**src/rtl/ddr_pwrup_pkg.sv**
```systemverilog
package ddr_pwrup_pkg;

  localparam int BA_W   = 2;
  localparam int ADDR_W = 12;

  typedef enum logic [2:0] {
    CMD_DESEL,
    CMD_NOP,
    CMD_PREA,
    CMD_AREF,
    CMD_MRS,
    CMD_EMRS
  } cmd_e;

  // Each timed phase names the command most recently issued.
  typedef enum logic [3:0] {
    PH_IDLE,
    PH_SETTLE,
    PH_PRE1,
    PH_EMRS,
    PH_MRS_RST,
    PH_PRE2,
    PH_REF1,
    PH_REF2,
    PH_MRS_RUN,
    PH_LOCK,
    PH_DONE
  } phase_e;

  typedef struct packed {
    logic              cs_n;
    logic              ras_n;
    logic              cas_n;
    logic              we_n;
    logic [BA_W-1:0]   ba;
    logic [ADDR_W-1:0] addr;
  } bus_t;

  localparam bus_t IDLE_BUS = '{cs_n: 1'b1, ras_n: 1'b1, cas_n: 1'b1, we_n: 1'b1,
                                ba: '0, addr: '0};

endpackage

```
**src/rtl/ddr_pwrup_timer.sv**
```systemverilog
module ddr_pwrup_timer #(
  parameter int W = 8
) (
  input  logic         clk_i,
  input  logic         rst_ni,
  input  logic         load_i,
  input  logic [W-1:0] load_val_i,
  output logic         expired_o
);

  logic [W-1:0] cnt_q;

  always_ff @(posedge clk_i or negedge rst_ni) begin
    if (!rst_ni) begin
      cnt_q <= '0;
    end else if (load_i) begin
      cnt_q <= load_val_i;
    end else if (cnt_q != '0) begin
      cnt_q <= cnt_q - W'(1);
    end
  end

  assign expired_o = (cnt_q == '0);

endmodule

```
**src/rtl/ddr_pwrup_enc.sv**
```systemverilog
module ddr_pwrup_enc
  import ddr_pwrup_pkg::*;
#(
  parameter logic [2:0] MR_BL = 3'b010,
  parameter logic       MR_BT = 1'b0,
  parameter logic [2:0] MR_CL = 3'b010
) (
  input  cmd_e cmd_i,
  input  logic dll_rst_i,
  output bus_t bus_o
);

  localparam int A_ALLBANK = 10;
  localparam int A_DLLRST  = 8;

  always_comb begin
    bus_o = IDLE_BUS;
    unique case (cmd_i)
      CMD_DESEL: bus_o = IDLE_BUS;
      CMD_NOP: begin
        bus_o.cs_n = 1'b0;
      end
      CMD_PREA: begin
        bus_o.cs_n  = 1'b0;
        bus_o.ras_n = 1'b0;
        bus_o.we_n  = 1'b0;
        bus_o.addr[A_ALLBANK] = 1'b1;
      end
      CMD_AREF: begin
        bus_o.cs_n  = 1'b0;
        bus_o.ras_n = 1'b0;
        bus_o.cas_n = 1'b0;
      end
      CMD_MRS: begin
        bus_o.cs_n  = 1'b0;
        bus_o.ras_n = 1'b0;
        bus_o.cas_n = 1'b0;
        bus_o.we_n  = 1'b0;
        bus_o.ba    = 2'b00;
        bus_o.addr[2:0] = MR_BL;
        bus_o.addr[3]   = MR_BT;
        bus_o.addr[6:4] = MR_CL;
        bus_o.addr[A_DLLRST] = dll_rst_i;
      end
      CMD_EMRS: begin
        bus_o.cs_n  = 1'b0;
        bus_o.ras_n = 1'b0;
        bus_o.cas_n = 1'b0;
        bus_o.we_n  = 1'b0;
        bus_o.ba    = 2'b01;
      end
      default: bus_o = IDLE_BUS;
    endcase
  end

endmodule

```
**src/rtl/ddr_pwrup_seq.sv**
```systemverilog
module ddr_pwrup_seq
  import ddr_pwrup_pkg::*;
#(
  parameter int         SETTLE_CYC   = 40,
  parameter int         TRP_CYC      = 3,
  parameter int         TMRD_CYC     = 2,
  parameter int         TRFC_CYC     = 12,
  parameter int         DLL_LOCK_CYC = 200,
  parameter logic [2:0] MR_BL        = 3'b010,
  parameter logic       MR_BT        = 1'b0,
  parameter logic [2:0] MR_CL        = 3'b010
) (
  input  logic        clk_i,
  input  logic        rst_ni,
  input  logic        start_i,
  output logic        done_o,
  output logic        cke_o,
  output logic        cs_n_o,
  output logic        ras_n_o,
  output logic        cas_n_o,
  output logic        we_n_o,
  output logic [1:0]  ba_o,
  output logic [11:0] addr_o
);

  localparam int MAX_A    = (SETTLE_CYC > TRP_CYC) ? SETTLE_CYC : TRP_CYC;
  localparam int MAX_B    = (TMRD_CYC > TRFC_CYC) ? TMRD_CYC : TRFC_CYC;
  localparam int STEP_MAX = (MAX_A > MAX_B) ? MAX_A : MAX_B;
  localparam int STEP_W   = $clog2(STEP_MAX + 1);
  localparam int LOCK_W   = $clog2(DLL_LOCK_CYC + 1);

  phase_e phase_q, phase_d;
  logic   done_q, done_d;
  logic   cke_q, cke_d;
  bus_t   bus_q, bus_d;
  cmd_e   cmd_d;
  logic   dll_rst_d;

  logic              step_load, step_exp;
  logic [STEP_W-1:0] step_val;
  logic              lock_load, lock_exp;

  ddr_pwrup_timer #(.W(STEP_W)) u_step_tmr (
    .clk_i      (clk_i),
    .rst_ni     (rst_ni),
    .load_i     (step_load),
    .load_val_i (step_val),
    .expired_o  (step_exp)
  );

  ddr_pwrup_timer #(.W(LOCK_W)) u_lock_tmr (
    .clk_i      (clk_i),
    .rst_ni     (rst_ni),
    .load_i     (lock_load),
    .load_val_i (LOCK_W'(DLL_LOCK_CYC - 1)),
    .expired_o  (lock_exp)
  );

  ddr_pwrup_enc #(.MR_BL(MR_BL), .MR_BT(MR_BT), .MR_CL(MR_CL)) u_enc (
    .cmd_i     (cmd_d),
    .dll_rst_i (dll_rst_d),
    .bus_o     (bus_d)
  );

  always_comb begin
    phase_d   = phase_q;
    done_d    = done_q;
    cke_d     = cke_q;
    cmd_d     = CMD_NOP;
    dll_rst_d = 1'b0;
    step_load = 1'b0;
    step_val  = '0;
    lock_load = 1'b0;
    unique case (phase_q)
      PH_IDLE: begin
        cmd_d = CMD_DESEL;
        if (start_i) begin
          phase_d   = PH_SETTLE;
          cke_d     = 1'b1;
          cmd_d     = CMD_NOP;
          step_load = 1'b1;
          step_val  = STEP_W'(SETTLE_CYC - 1);
        end
      end
      PH_LOCK: begin
        if (lock_exp) begin
          done_d  = 1'b1;
          phase_d = PH_DONE;
        end
      end
      PH_DONE: ;
      default: begin
        if (step_exp) begin
          unique case (phase_q)
            PH_SETTLE: begin
              phase_d   = PH_PRE1;
              cmd_d     = CMD_PREA;
              step_load = 1'b1;
              step_val  = STEP_W'(TRP_CYC - 1);
            end
            PH_PRE1: begin
              phase_d   = PH_EMRS;
              cmd_d     = CMD_EMRS;
              step_load = 1'b1;
              step_val  = STEP_W'(TMRD_CYC - 1);
            end
            PH_EMRS: begin
              phase_d   = PH_MRS_RST;
              cmd_d     = CMD_MRS;
              dll_rst_d = 1'b1;
              lock_load = 1'b1;
              step_load = 1'b1;
              step_val  = STEP_W'(TMRD_CYC - 1);
            end
            PH_MRS_RST: begin
              phase_d   = PH_PRE2;
              cmd_d     = CMD_PREA;
              step_load = 1'b1;
              step_val  = STEP_W'(TRP_CYC - 1);
            end
            PH_PRE2: begin
              phase_d   = PH_REF1;
              cmd_d     = CMD_AREF;
              step_load = 1'b1;
              step_val  = STEP_W'(TRFC_CYC - 1);
            end
            PH_REF1: begin
              phase_d   = PH_REF2;
              cmd_d     = CMD_AREF;
              step_load = 1'b1;
              step_val  = STEP_W'(TRFC_CYC - 1);
            end
            PH_REF2: begin
              phase_d   = PH_MRS_RUN;
              cmd_d     = CMD_MRS;
              step_load = 1'b1;
              step_val  = STEP_W'(TMRD_CYC - 1);
            end
            PH_MRS_RUN: begin
              if (lock_exp) begin
                done_d  = 1'b1;
                phase_d = PH_DONE;
              end else begin
                phase_d = PH_LOCK;
              end
            end
            default: phase_d = PH_IDLE;
          endcase
        end
      end
    endcase
  end

  always_ff @(posedge clk_i or negedge rst_ni) begin
    if (!rst_ni) begin
      phase_q <= PH_IDLE;
      done_q  <= 1'b0;
      cke_q   <= 1'b0;
      bus_q   <= IDLE_BUS;
    end else begin
      phase_q <= phase_d;
      done_q  <= done_d;
      cke_q   <= cke_d;
      bus_q   <= bus_d;
    end
  end

  assign done_o  = done_q;
  assign cke_o   = cke_q;
  assign cs_n_o  = bus_q.cs_n;
  assign ras_n_o = bus_q.ras_n;
  assign cas_n_o = bus_q.cas_n;
  assign we_n_o  = bus_q.we_n;
  assign ba_o    = bus_q.ba;
  assign addr_o  = bus_q.addr;

endmodule

```
**config.mk**
```make
export PLATFORM = sky130hd
export DESIGN_NAME = ddr_pwrup_seq
export DESIGN_NICKNAME = d
export VERILOG_FILES = /design/src/rtl/ddr_pwrup_pkg.sv /design/src/rtl/ddr_pwrup_timer.sv /design/src/rtl/ddr_pwrup_enc.sv /design/src/rtl/ddr_pwrup_seq.sv
export SDC_FILE = /design/constraint.sdc
export NUM_CORES = 1
export LEC_CHECK = 0
export ABC_CLOCK_PERIOD_IN_PS = 3500
export BUFFER_PORTS_ARGS = -buffer_cell sky130_fd_sc_hd__buf_2
export CORE_ASPECT_RATIO = 0.75
export CORE_MARGIN = 1
export CORE_UTILIZATION = 50
export DETAILED_ROUTE_END_ITERATION = 6
export PLACE_DENSITY = 0.8
export RECOVER_POWER = 25
export SETUP_SLACK_MARGIN = 0.5
export SLEW_MARGIN = 20
export SYNTH_ARGS = -nofsm -noshare
export SYNTH_HDL_FRONTEND = slang
export SYNTH_SLANG_ARGS = --single-unit
```
**constraint.sdc**
```tcl
create_clock -name clk_i -period 3.5 [get_ports clk_i]
set_input_delay 0.7 -clock clk_i [delete_from_list [all_inputs] [get_ports clk_i]]
set_output_delay 0.7 -clock clk_i [all_outputs]
set_load 0.05 [all_outputs]
```
==> results by group, run 1 <==
Status
  – Status: complete, no violations

Worst setup path
  – Reg2reg setup slack: 1360 ps
  – CP Capture Type: flop
  – Reg-to-reg endpoint: phase_q[0]
  – Critical Path RT: 3660 ps
  – CP Max Fanout: 8
  – Crit path kind: reg -> reg
  – Worst r2r src: u_lock_tmr.cnt_q[0]
  – Reg2Reg Depth: 6
  – Startpoint Class: flop
  – Setup crit start: u_lock_tmr.cnt_q[0]
  – Worst EP arrival: 2300 ps

Placed design
  – Post-DP HPWL: 1926 µm
  – Post-place setup slack: 1358 ps
  – Routability cong.: 0.8330
  – Inst Count DP: 196
  – # port buffers: 13

Yosys
  – Largest cells by area after synthesis: dfrtp_1 40%, dfstp_2 7.1%, buf_4 5.1%, nor2_1 4.6%, xnor2_1 3.5%
  – Ys Warns: 0
  – Synth area leader: dfrtp_1
  – Main combinational cell family by area after synthesis: simple AND/OR/NAND/NOR gates
  – Mux share of post-synthesis cell area: 0.006745
  – Synth Area in Adders: 0.02530
  – Top FF cell, synth: dfrtp_1
  – Number of distinct library cells after synthesis: 42
  – Syn avg cell area: 9.574 µm²
  – Ys async rst share: 1.000
  – Register area share after synthesis: 0.4755
  – Fraction of synthesized cell area in xor and xnor cells: 0.04132
  – EDFF count, synth: 0
  – Mapped Area: 0.001484 mm²
  – FF+latch count, synth: 28
  – Simple-gate portion of the synthesized area: 0.2099
  – Yosys top cell area share: 0.4047
  – Compound-Gate Fraction of Synth Area: 0.1526
  – Synth Instances: 155

CTS
  – Setup bufs post-CTS: 0
  – Hold-fix buffers, CTS: 0
  – CTS max path bufs: 2
  – CTS H-Tree Depth: 1
  – CTS tree: done
  – Clk_lat worst skew: 270 ps
  – Clk sinks: 28
  – Num CTS Buffers: 3
  – Cts repair resizes: 0
  – Root Buffer: clkbuf_8
  – Reg clk slew, reported paths: 90 ps

Routing
  – Via Count: 1066
  – DRC viols: 0
  – Drt first pass iters: 4
  – DR iter-0 viols: 97
  – Via density: 5.330
  – Final ANT Viol Nets: 0
  – Drt total wl: 2627 µm
  – Wire per inst: 13.14 µm

Layout
  – Final Instance Count excl. Fillers: 200
  – Layout cells sized above 1: 0.1646
  – Filler Cell Count: 222
  – Layout Nets: 171
  – Area of the multi-input gates: 680.7 µm²
  – Area delta synth->final: 7.588%
  – Final core occ: 0.5907
  – Reg area: 705.7 µm²
  – Antenna diode count: 0

Floorplan
  – Die area: 0.003192 mm²
  – Ports: 23
  – Die width: 64.91 µm
  – Core area: 0.002703 mm²
  – Initial Util: 0.5491
  – Cell Rows: 16
  – Die H: 49.18 µm

Timing
  – Final setup margin: 1361 ps
  – Period utilisation layout: 0.6112
  – Final setup TNS: 0 ps
  – Slew @ Worst Pin: 1429 ps
  – RSZ-0062 raised after global routing: no
  – Endpoints failing setup: 0
  – Fmax: 467.5 MHz
  – Hold_ws: 466.7 ps
  – Slew Viols, Final: 0
  – Final Skew: 6.180 ps
  – Worst rel slew slack: 0.04763
  – Fin crit period: 2139 ps
  – Fin. Hold Viols: 0

Hold path
  – Min-delay src: cke_o
  – Hold Path Cell Cnt: 1
  – Hold endpoint: cke_o
  – Min-Delay Path Class: reg -> reg

Power
  – Leak: 0.7983 nW
  – Pwr dens: 377.7 mW/mm²
  – Worst VDD drop: 0.0002925 V

Global routing
  – Total track usage: 0.1888
  – Initial antenna violation count: 0
  – Total gr overflow: 0
  – Pin count of the biggest net entering global routing: 29
  – Number of global-route vias before repair: 982
  – Wire length of the first global-routing pass: 4581 µm

Flow run
  – Max-cap viol count: 0
worst max-delay path, cell delays in order (launching register included):
cell	delay, ps
dfrtp_1	410
inv_1	90
ha_1	220
or4b_4	510
nor3_4	350
nand2_2	80
a311o_1	350
cell type report:
| class | count | area share |
|---|---|---|
| clock inverter | 1 | 0.01881 |
| tap | 36 | 0.02821 |
| clock buffer | 3 | 0.02586 |
| timing repair buffer | 13 | 0.03997 |
| sequential | 28 | 0.4420 |
| multi-input combinational | 111 | 0.4263 |
| inverter | 8 | 0.01881 |
cells in the mapped netlist, types with 4 or more instances:
| library cell | n |
|---|---|
| xnor2_1 | 6 |
| nor2_1 | 18 |
| nor3_1 | 5 |
| dfstp_2 | 4 |
| nand2_1 | 12 |
| buf_4 | 10 |
| inv_1 | 8 |
| dfrtp_1 | 24 |
| o21ai_0 | 10 |
| clkbuf_1 | 6 |
| a21oi_1 | 7 |
cells in the final DEF (no fill, tap or decap), drive strengths merged, types with 2 or more instances in the layout:
master,instances
dfrtp,24
a211o,2
o22ai,2
buf,12
nand2,13
or4b,2
o21ai,10
nor2b,2
nor2,18
a21oi,7
o31a,2
ha,3
conb,9
nand2b,2
or2,3
nand3,3
clkbuf,4
o211ai,2
nor3,6
dfstp,4
xnor2,6
nor4,3
inv,8
and2,2
through the flow:
stage | total power [W] | instance area [µm²]
3_3_place_gp | 0.0003582 | 1526
5_1_grt | 0.0006248 | 1597
4_1_cts | 0.0006105 | 1598
2_1_floorplan | 0.0003586 | 1514
6_report | 0.0006030 | 1597
3_5_place_dp | 0.0003586 | 1526
routing by layer:
metal | up-vias | GRT usage | part of all wire
met5 | - | 0 | 0
met4 | 0 | 0.05926 | 0.0072
met3 | 2 | 0.05140 | 0.037
met2 | 21 | 0.2760 | 0.45
met1 | 507 | 0.2713 | 0.51
li1 | 536 | - | -
power by group:
part / leakage, nW / internal, W / switching (W)
Combinational: 0.395 / 0.000000638 / 0.0000275
Sequential: 0.367 / 0.000323 / 0
Clock: 0.0357 / 0.000153 / 0.0000983
sequential cells by signal (all words and copies together), names as in the netlist:
| name | cells |
|---|---|
| cas_n_o | 1 |
| phase_q | 4 |
| u_step_tmr.cnt_q | 6 |
| cs_n_o | 1 |
| done_o | 1 |
| ras_n_o | 1 |
| u_lock_tmr.cnt_q | 8 |
| we_n_o | 1 |
| cke_o | 1 |
| addr_o | 3 |
| ba_o | 1 |
cells by family (layout without fill, tap and decap cells):
| kind of cell | Yosys count | in the layout |
|---|---|---|
| AO/OA/AOI/OAI | 34 | 34 |
| buffers and inverters | 24 | 25 |
| multiplexers | 1 | 1 |
| XOR/XNOR | 7 | 7 |
| AND/OR/NAND/NOR | 57 | 57 |
| flip-flops | 28 | 28 |
| adder cells (fa/ha/maj) | 3 | 3 |
| other | 1 | 9 |
worst max path at each step:
stage and end:
3_5_place_dp phase_q[0], 2_1_floorplan phase_q[0], 6_report phase_q[0], 4_1_cts phase_q[0], 5_1_grt phase_q[0], 3_3_place_gp phase_q[0]
No activity file was read; power rests on OpenSTA's default activity.
==> run 2: changes to the inputs <==
--- a/config.mk
+++ b/config.mk
@@ -5,13 +5,13 @@
 export SDC_FILE = /design/constraint.sdc
 export NUM_CORES = 1
 export LEC_CHECK = 0
-export ABC_CLOCK_PERIOD_IN_PS = 3500
+export ABC_CLOCK_PERIOD_IN_PS = 1870
 export BUFFER_PORTS_ARGS = -buffer_cell sky130_fd_sc_hd__buf_2
 export CORE_ASPECT_RATIO = 0.75
 export CORE_MARGIN = 1
 export CORE_UTILIZATION = 50
 export DETAILED_ROUTE_END_ITERATION = 6
-export PLACE_DENSITY = 0.8
+export PLACE_DENSITY = 0.82
 export RECOVER_POWER = 25
 export SETUP_SLACK_MARGIN = 0.5
 export SLEW_MARGIN = 20
==> constraint.sdc (replaced) <==
create_clock -name clk_i -period 1.87 [get_ports clk_i]
set_input_delay 0.374 -clock clk_i [delete_from_list [all_inputs] [get_ports clk_i]]
set_output_delay 0.374 -clock clk_i [all_outputs]
set_load 0.05 [all_outputs]
==> results by group, run 2 (synthesis results as in run 1) <==
Status
  – Status: finished with violations
  – Failing checks: design-rule violations, max-capacitance violations, negative setup slack

CTS
  – Root Buffer: clkbuf_8
  – Reg clk slew, reported paths: 100 ps
  – CTS H-Tree Depth: 1
  – Clk sinks: 28
  – CTS tree: done
  – Hold-fix buffers, CTS: 0
  – Num CTS Buffers: 3
  – Clk_lat worst skew: 290 ps
  – CTS max path bufs: 2

Timing
  – Fmax: 534.1 MHz
  – Final setup margin: -2.193 ps
  – Final Skew: 14.19 ps
  – Slew @ Worst Pin: 1492 ps
  – Endpoints failing setup: 1
  – Slew Viols, Final: 0
  – Fin crit period: 1872 ps
  – Fin. Hold Viols: 0
  – RSZ-0062 raised after global routing: yes
  – Period utilisation layout: 1.001
  – Worst rel slew slack: 0.005636
  – Hold_ws: 245.0 ps

Layout
  – Commonest non-fill, non-tap cells in the layout: 24 x dfrtp_1, 18 x buf_6, 16 x buf_4
  – Layout Nets: 203
  – Non-Filler Cell Area, Final: 0.002125 mm²
  – Largest register FFs: 8
  – Final core occ: 0.7861
  – Layout cells sized above 1: 0.4643
  – Antenna diode count: 0
  – Area delta synth->final: 43.17%
  – Commonest non-fill, non-tap cell in the layout: dfrtp_1
  – Largest register by flop count: u_lock_tmr.cnt_q
  – Top Registers: u_lock_tmr.cnt_q x8, u_step_tmr.cnt_q x6, phase_q x4

Worst setup path
  – Largest delay share family, worst path: simple AND/OR/NAND/NOR gates
  – Worst EP arrival: 2030 ps
  – Highest-delay cell along the critical path: or4b_4
  – CP Capture Type: flop
  – Critical-path cell list: inv_2 > ha_4 > or4b_4 > nor3_4 > nor2_1 > a211o_1
  – Crit path kind: reg -> reg
  – Critical Path RT: 2030 ps
  – CP Max Fanout: 6
  – CP Buf/Inv Count: 1
  – Crit-path max cell delay: 480 ps
  – Startpoint Class: flop
  – Reg2reg setup slack: -2 ps

Floorplan
  – Initial Util: 0.5491
  – Die width: 64.91 µm
  – Core area: 0.002703 mm²
  – Cell Rows: 16
  – Die H: 49.18 µm
  – Ports: 23
  – Die area: 0.003192 mm²

Routing
  – Drt first pass iters: 7
  – DR iter-0 viols: 171
  – Final ANT Viol Nets: 0
  – Wire per inst: 20.68 µm
  – Via density: 6.185
  – Drt total wl: 4798 µm
  – Via Count: 1435
  – DRC viols: 6

Power
  – Worst VDD drop: 0.0005278 V
  – Pwr dens: 490.1 mW/mm²
  – Leak: 1.025 nW

Global routing
  – Pin count of the biggest net entering global routing: 29
  – Initial antenna violation count: 0
  – Number of global-route vias before repair: 1279
  – Wire length of the first global-routing pass: 6458 µm
  – Total gr overflow: 0
  – Total track usage: 0.2776

Placed design
  – Placed Area: 0.001592 mm²
  – # port buffers: 13
  – Post-DP HPWL: 2018 µm
  – Routability cong.: 0.8472

Hold path
  – Min-Delay Path Class: in -> reg

Flow run
  – Max-cap viol count: 1
## run 2: what timing repair did
action | in CTS | in global routing
buffers inserted | 19 | 7
hold endpoints to repair | 0 | 0
endpoints found under the setup margin | 30 | 30
cloned | 0 | 0
pin swaps | 22 | 8
resized for setup | 46 | 26
## run 2: report_power, final
| part | total [W] | leakage (nW) | switching, W | internal (W) |
|---|---|---|---|---|
| registers | 0.000605 | 0.367 | 0 | 0.000605 |
| clock network | 0.000383 | 0.0288 | 0.000194 | 0.000189 |
| logic | 0.0000530 | 0.629 | 0.0000518 | 0.00000119 |
| total | 0.00104 | 1.03 | 0.000245 | 0.000796 |
## run 2: per-layer routing
| layer | wire length [µm] | track usage | vias to the layer above |
|---|---|---|---|
| li1 | - | - | 596 |
| met1 | 1784 | 0.3459 | 693 |
| met2 | 2293 | 0.4410 | 114 |
| met3 | 446 | 0.07243 | 32 |
| met4 | 274 | 0.1444 | 0 |
| met5 | 0 | 0 | - |
## run 2: per-stage QoR
| step | TNS (ps) | cells | setup slack, ps | total power [W] |
|---|---|---|---|---|
| finish | -2.193 | 232 | -2.193 | 0.001041 |
| global placement | 0 | 202 | 45.54 | 0.0006699 |
| floorplan | 0 | 163 | 32.11 | 0.0006711 |
| CTS | 0 | 225 | 6.302 | 0.001034 |
| detailed placement | -23.66 | 202 | -23.66 | 0.0006706 |
| global route | -147.8 | 232 | -49.25 | 0.001073 |
## run 2: final cells by class
cell class / count / area [µm²]
inverters: 8 / 35.03
well taps: 36 / 45.04
flip-flops and latches: 28 / 705.7
multi-input cells: 111 / 887.1
repair buffers: 45 / 396.6
fillers: 151 / 578.1
clock buffers: 4 / 55.05
## run 2: path summary, 6_finish.rpt
path	end	cells after the start	from
worst max-delay path	u_lock_tmr.cnt_q[2]	6	u_lock_tmr.cnt_q[0]
worst min-delay path	cs_n_o	2	start_i
worst max register to register	u_lock_tmr.cnt_q[2]	6	u_lock_tmr.cnt_q[0]
worst min register to register	cke_o	1	cke_o
max in group asynchronous	u_step_tmr.cnt_q[4]	1	rst_ni
min in group asynchronous	u_step_tmr.cnt_q[2]	1	rst_ni
==> run 3: changes to the inputs <==
--- a/config.mk
+++ b/config.mk
@@ -5,13 +5,13 @@
 export SDC_FILE = /design/constraint.sdc
 export NUM_CORES = 1
 export LEC_CHECK = 0
-export ABC_CLOCK_PERIOD_IN_PS = 1870
+export ABC_CLOCK_PERIOD_IN_PS = 1900
 export BUFFER_PORTS_ARGS = -buffer_cell sky130_fd_sc_hd__buf_2
 export CORE_ASPECT_RATIO = 0.75
 export CORE_MARGIN = 1
 export CORE_UTILIZATION = 50
 export DETAILED_ROUTE_END_ITERATION = 6
-export PLACE_DENSITY = 0.82
+export PLACE_DENSITY = 0.8
 export RECOVER_POWER = 25
 export SETUP_SLACK_MARGIN = 0.5
 export SLEW_MARGIN = 20
==> constraint.sdc (replaced) <==
create_clock -name clk_i -period 1.9 [get_ports clk_i]
set_input_delay 0.38 -clock clk_i [delete_from_list [all_inputs] [get_ports clk_i]]
set_output_delay 0.38 -clock clk_i [all_outputs]
set_load 0.05 [all_outputs]
==> results by group, run 3 (synthesis results as in run 1) <==
Worst setup path
  – Reg2reg setup slack: -30 ps
  – Startpoint Class: flop
  – CP Max Fanout: 5
  – Critical Path RT: 2110 ps
  – Worst EP arrival: 2140 ps
  – Crit path kind: reg -> reg
  – CP Capture Type: flop

Floorplan
  – Die H: 49.18 µm
  – Die area: 0.003192 mm²
  – Cell Rows: 16
  – Ports: 23
  – Core area: 0.002703 mm²
  – Initial Util: 0.5491
  – Die width: 64.91 µm

Layout
  – Layout cells sized above 1: 0.4715
  – Largest register by flop count: u_lock_tmr.cnt_q
  – Area of the multi-input gates: 894.6 µm²
  – Antenna diode count: 0
  – Filler Cell Count: 155
  – Final Instance Count excl. Fillers: 229
  – Largest register FFs: 8
  – Layout Nets: 200
  – Final core occ: 0.7731
  – Commonest non-fill, non-tap cell in the layout: dfrtp_1
  – Area delta synth->final: 40.81%
  – Commonest non-fill, non-tap cells in the layout: 23 x dfrtp_1, 21 x buf_4, 12 x nor2_1, 12 x buf_6, 9 x conb_1
  – Reg area: 706.9 µm²
  – Top Registers: u_lock_tmr.cnt_q x8, u_step_tmr.cnt_q x6, phase_q x4

Power
  – Net Switching: 0.0002302 W
  – Worst VDD drop: 0.0003592 V
  – Seq pwr share: 0.537
  – Clock power frac: 0.416
  – Logic pwr share: 0.047
  – Internal power: 0.0008793 W
  – Leak: 1.031 nW
  – Pwr dens: 531.0 mW/mm²
  – Fraction of power spent switching nets: 0.2075

Timing
  – Fin crit period: 1928 ps
  – RSZ-0062 raised after global routing: yes
  – Endpoints failing setup: 1
  – Fin. Hold Viols: 0
  – Fmax: 518.6 MHz
  – Slew Viols, Final: 0
  – Period utilisation layout: 1.015
  – Final setup TNS: -28.25 ps
  – Final setup margin: -28.25 ps
  – Slew @ Worst Pin: 1456 ps
  – Worst rel slew slack: 0.02929
  – Final Skew: 4.777 ps

Global routing
  – Total track usage: 0.2691
  – Wire length of the first global-routing pass: 6306 µm
  – Pin count of the biggest net entering global routing: 29
  – Initial antenna violation count: 0
  – Number of global-route vias before repair: 1292
  – Total gr overflow: 0

CTS
  – CTS tree: done
  – Clk_lat worst skew: 280 ps
  – CTS max path bufs: 2
  – Hold-fix buffers, CTS: 0
  – Root Buffer: clkbuf_8
  – Num CTS Buffers: 3
  – CTS H-Tree Depth: 1
  – Reg clk slew, reported paths: 90 ps
  – Clk sinks: 28

Status
  – Failing checks: negative setup slack
  – Status: finished with violations

Routing
  – Via Count: 1367
  – Drt first pass iters: 4
  – DRC viols: 0
  – Final ANT Viol Nets: 0
  – DR iter-0 viols: 110
  – Drt total wl: 4297 µm
  – Wire per inst: 18.76 µm
  – Via density: 5.969

Placed design
  – Routability cong.: 0.8467
  – Post-DP HPWL: 1973 µm
  – # port buffers: 13
  – Inst Count DP: 201

Flow run
  – Max-cap viol count: 0

Hold path
  – Min-Delay Path Class: in -> reg
## run 3: changes by cell type in the layout (fill, tap and decap cells not counted), moves of 2 or more
cell | before | now
buf_8 | 2 | 0
buf_4 | 16 | 21
nor2_4 | 3 | 5
nand3_1 | 3 | 1
buf_6 | 18 | 12
nor2_1 | 14 | 12
nand3_2 | 0 | 2
o21ai_2 | 4 | 2
## run 3: critical path, cell delays in order, from the launching register on
cell      delay (ps)
dfrtp_1          430
inv_2            100
ha_4             130
nor4b_4          330
buf_4            190
nand3_1           90
a221oi_1         400
a311o_1          190
## run 3: timing repair
action,in CTS,in global routing
buffers inserted,15,9
setup endpoints to repair,28,29
pin swaps,22,13
resized for setup,36,31
## run 3: power by group through the flow
stage / Sequential [W] / Clock, W / Combinational (W)
after floorplan: 0.000607 / 0 / 0.0000531
after global placement: 0.000607 / 0 / 0.0000523
after detailed placement: 0.000607 / 0 / 0.0000526
after CTS: 0.000596 / 0.000468 / 0.0000526
after global routing: 0.000596 / 0.000496 / 0.0000561
final: 0.000596 / 0.000462 / 0.0000520
## run 3: layout make-up
| type | instances | share of cell area |
|---|---|---|
| Sequential cell | 28 | 0.3383 |
| Clock inverter | 1 | 0.01437 |
| Multi-Input combinational cell | 111 | 0.4281 |
| Inverter | 8 | 0.01677 |
| Timing Repair Buffer | 42 | 0.1611 |
| Tap cell | 36 | 0.02156 |
| Clock buffer | 3 | 0.01976 |
## run 3: layer usage
layer / track usage / wire length (µm) / vias up
met5: 0 / 0 / -
met4: 0.1370 / 234 / 0
met3: 0.06075 / 283 / 24
met2: 0.4635 / 2190 / 81
met1: 0.3112 / 1588 / 668
li1: - / - / 594
## run 3: final timing paths
kind / startpoint / to / cells after the start
min reg2reg: cke_o / cke_o / 1
max in group asynchronous: rst_ni / phase_q[2] / 1
min: start_i / cs_n_o / 2
max reg2reg: u_step_tmr.cnt_q[0] / phase_q[0] / 7
max: u_step_tmr.cnt_q[0] / phase_q[0] / 7
min in group asynchronous: rst_ni / ba_o[0] / 1
## run 3: per-stage QoR
stage	total power, W	worst slack [ps]	area (µm²)	hold WS, ps
2_1_floorplan	0.0006605	62.11	1544	84.41
3_3_place_gp	0.0006596	71.43	1584	416.3
3_5_place_dp	0.0006599	10.93	1584	421.4
4_1_cts	0.001117	17.86	1902	118.9
5_1_grt	0.001148	-86.45	2090	277.9
6_report	0.001109	-28.25	2090	276.8
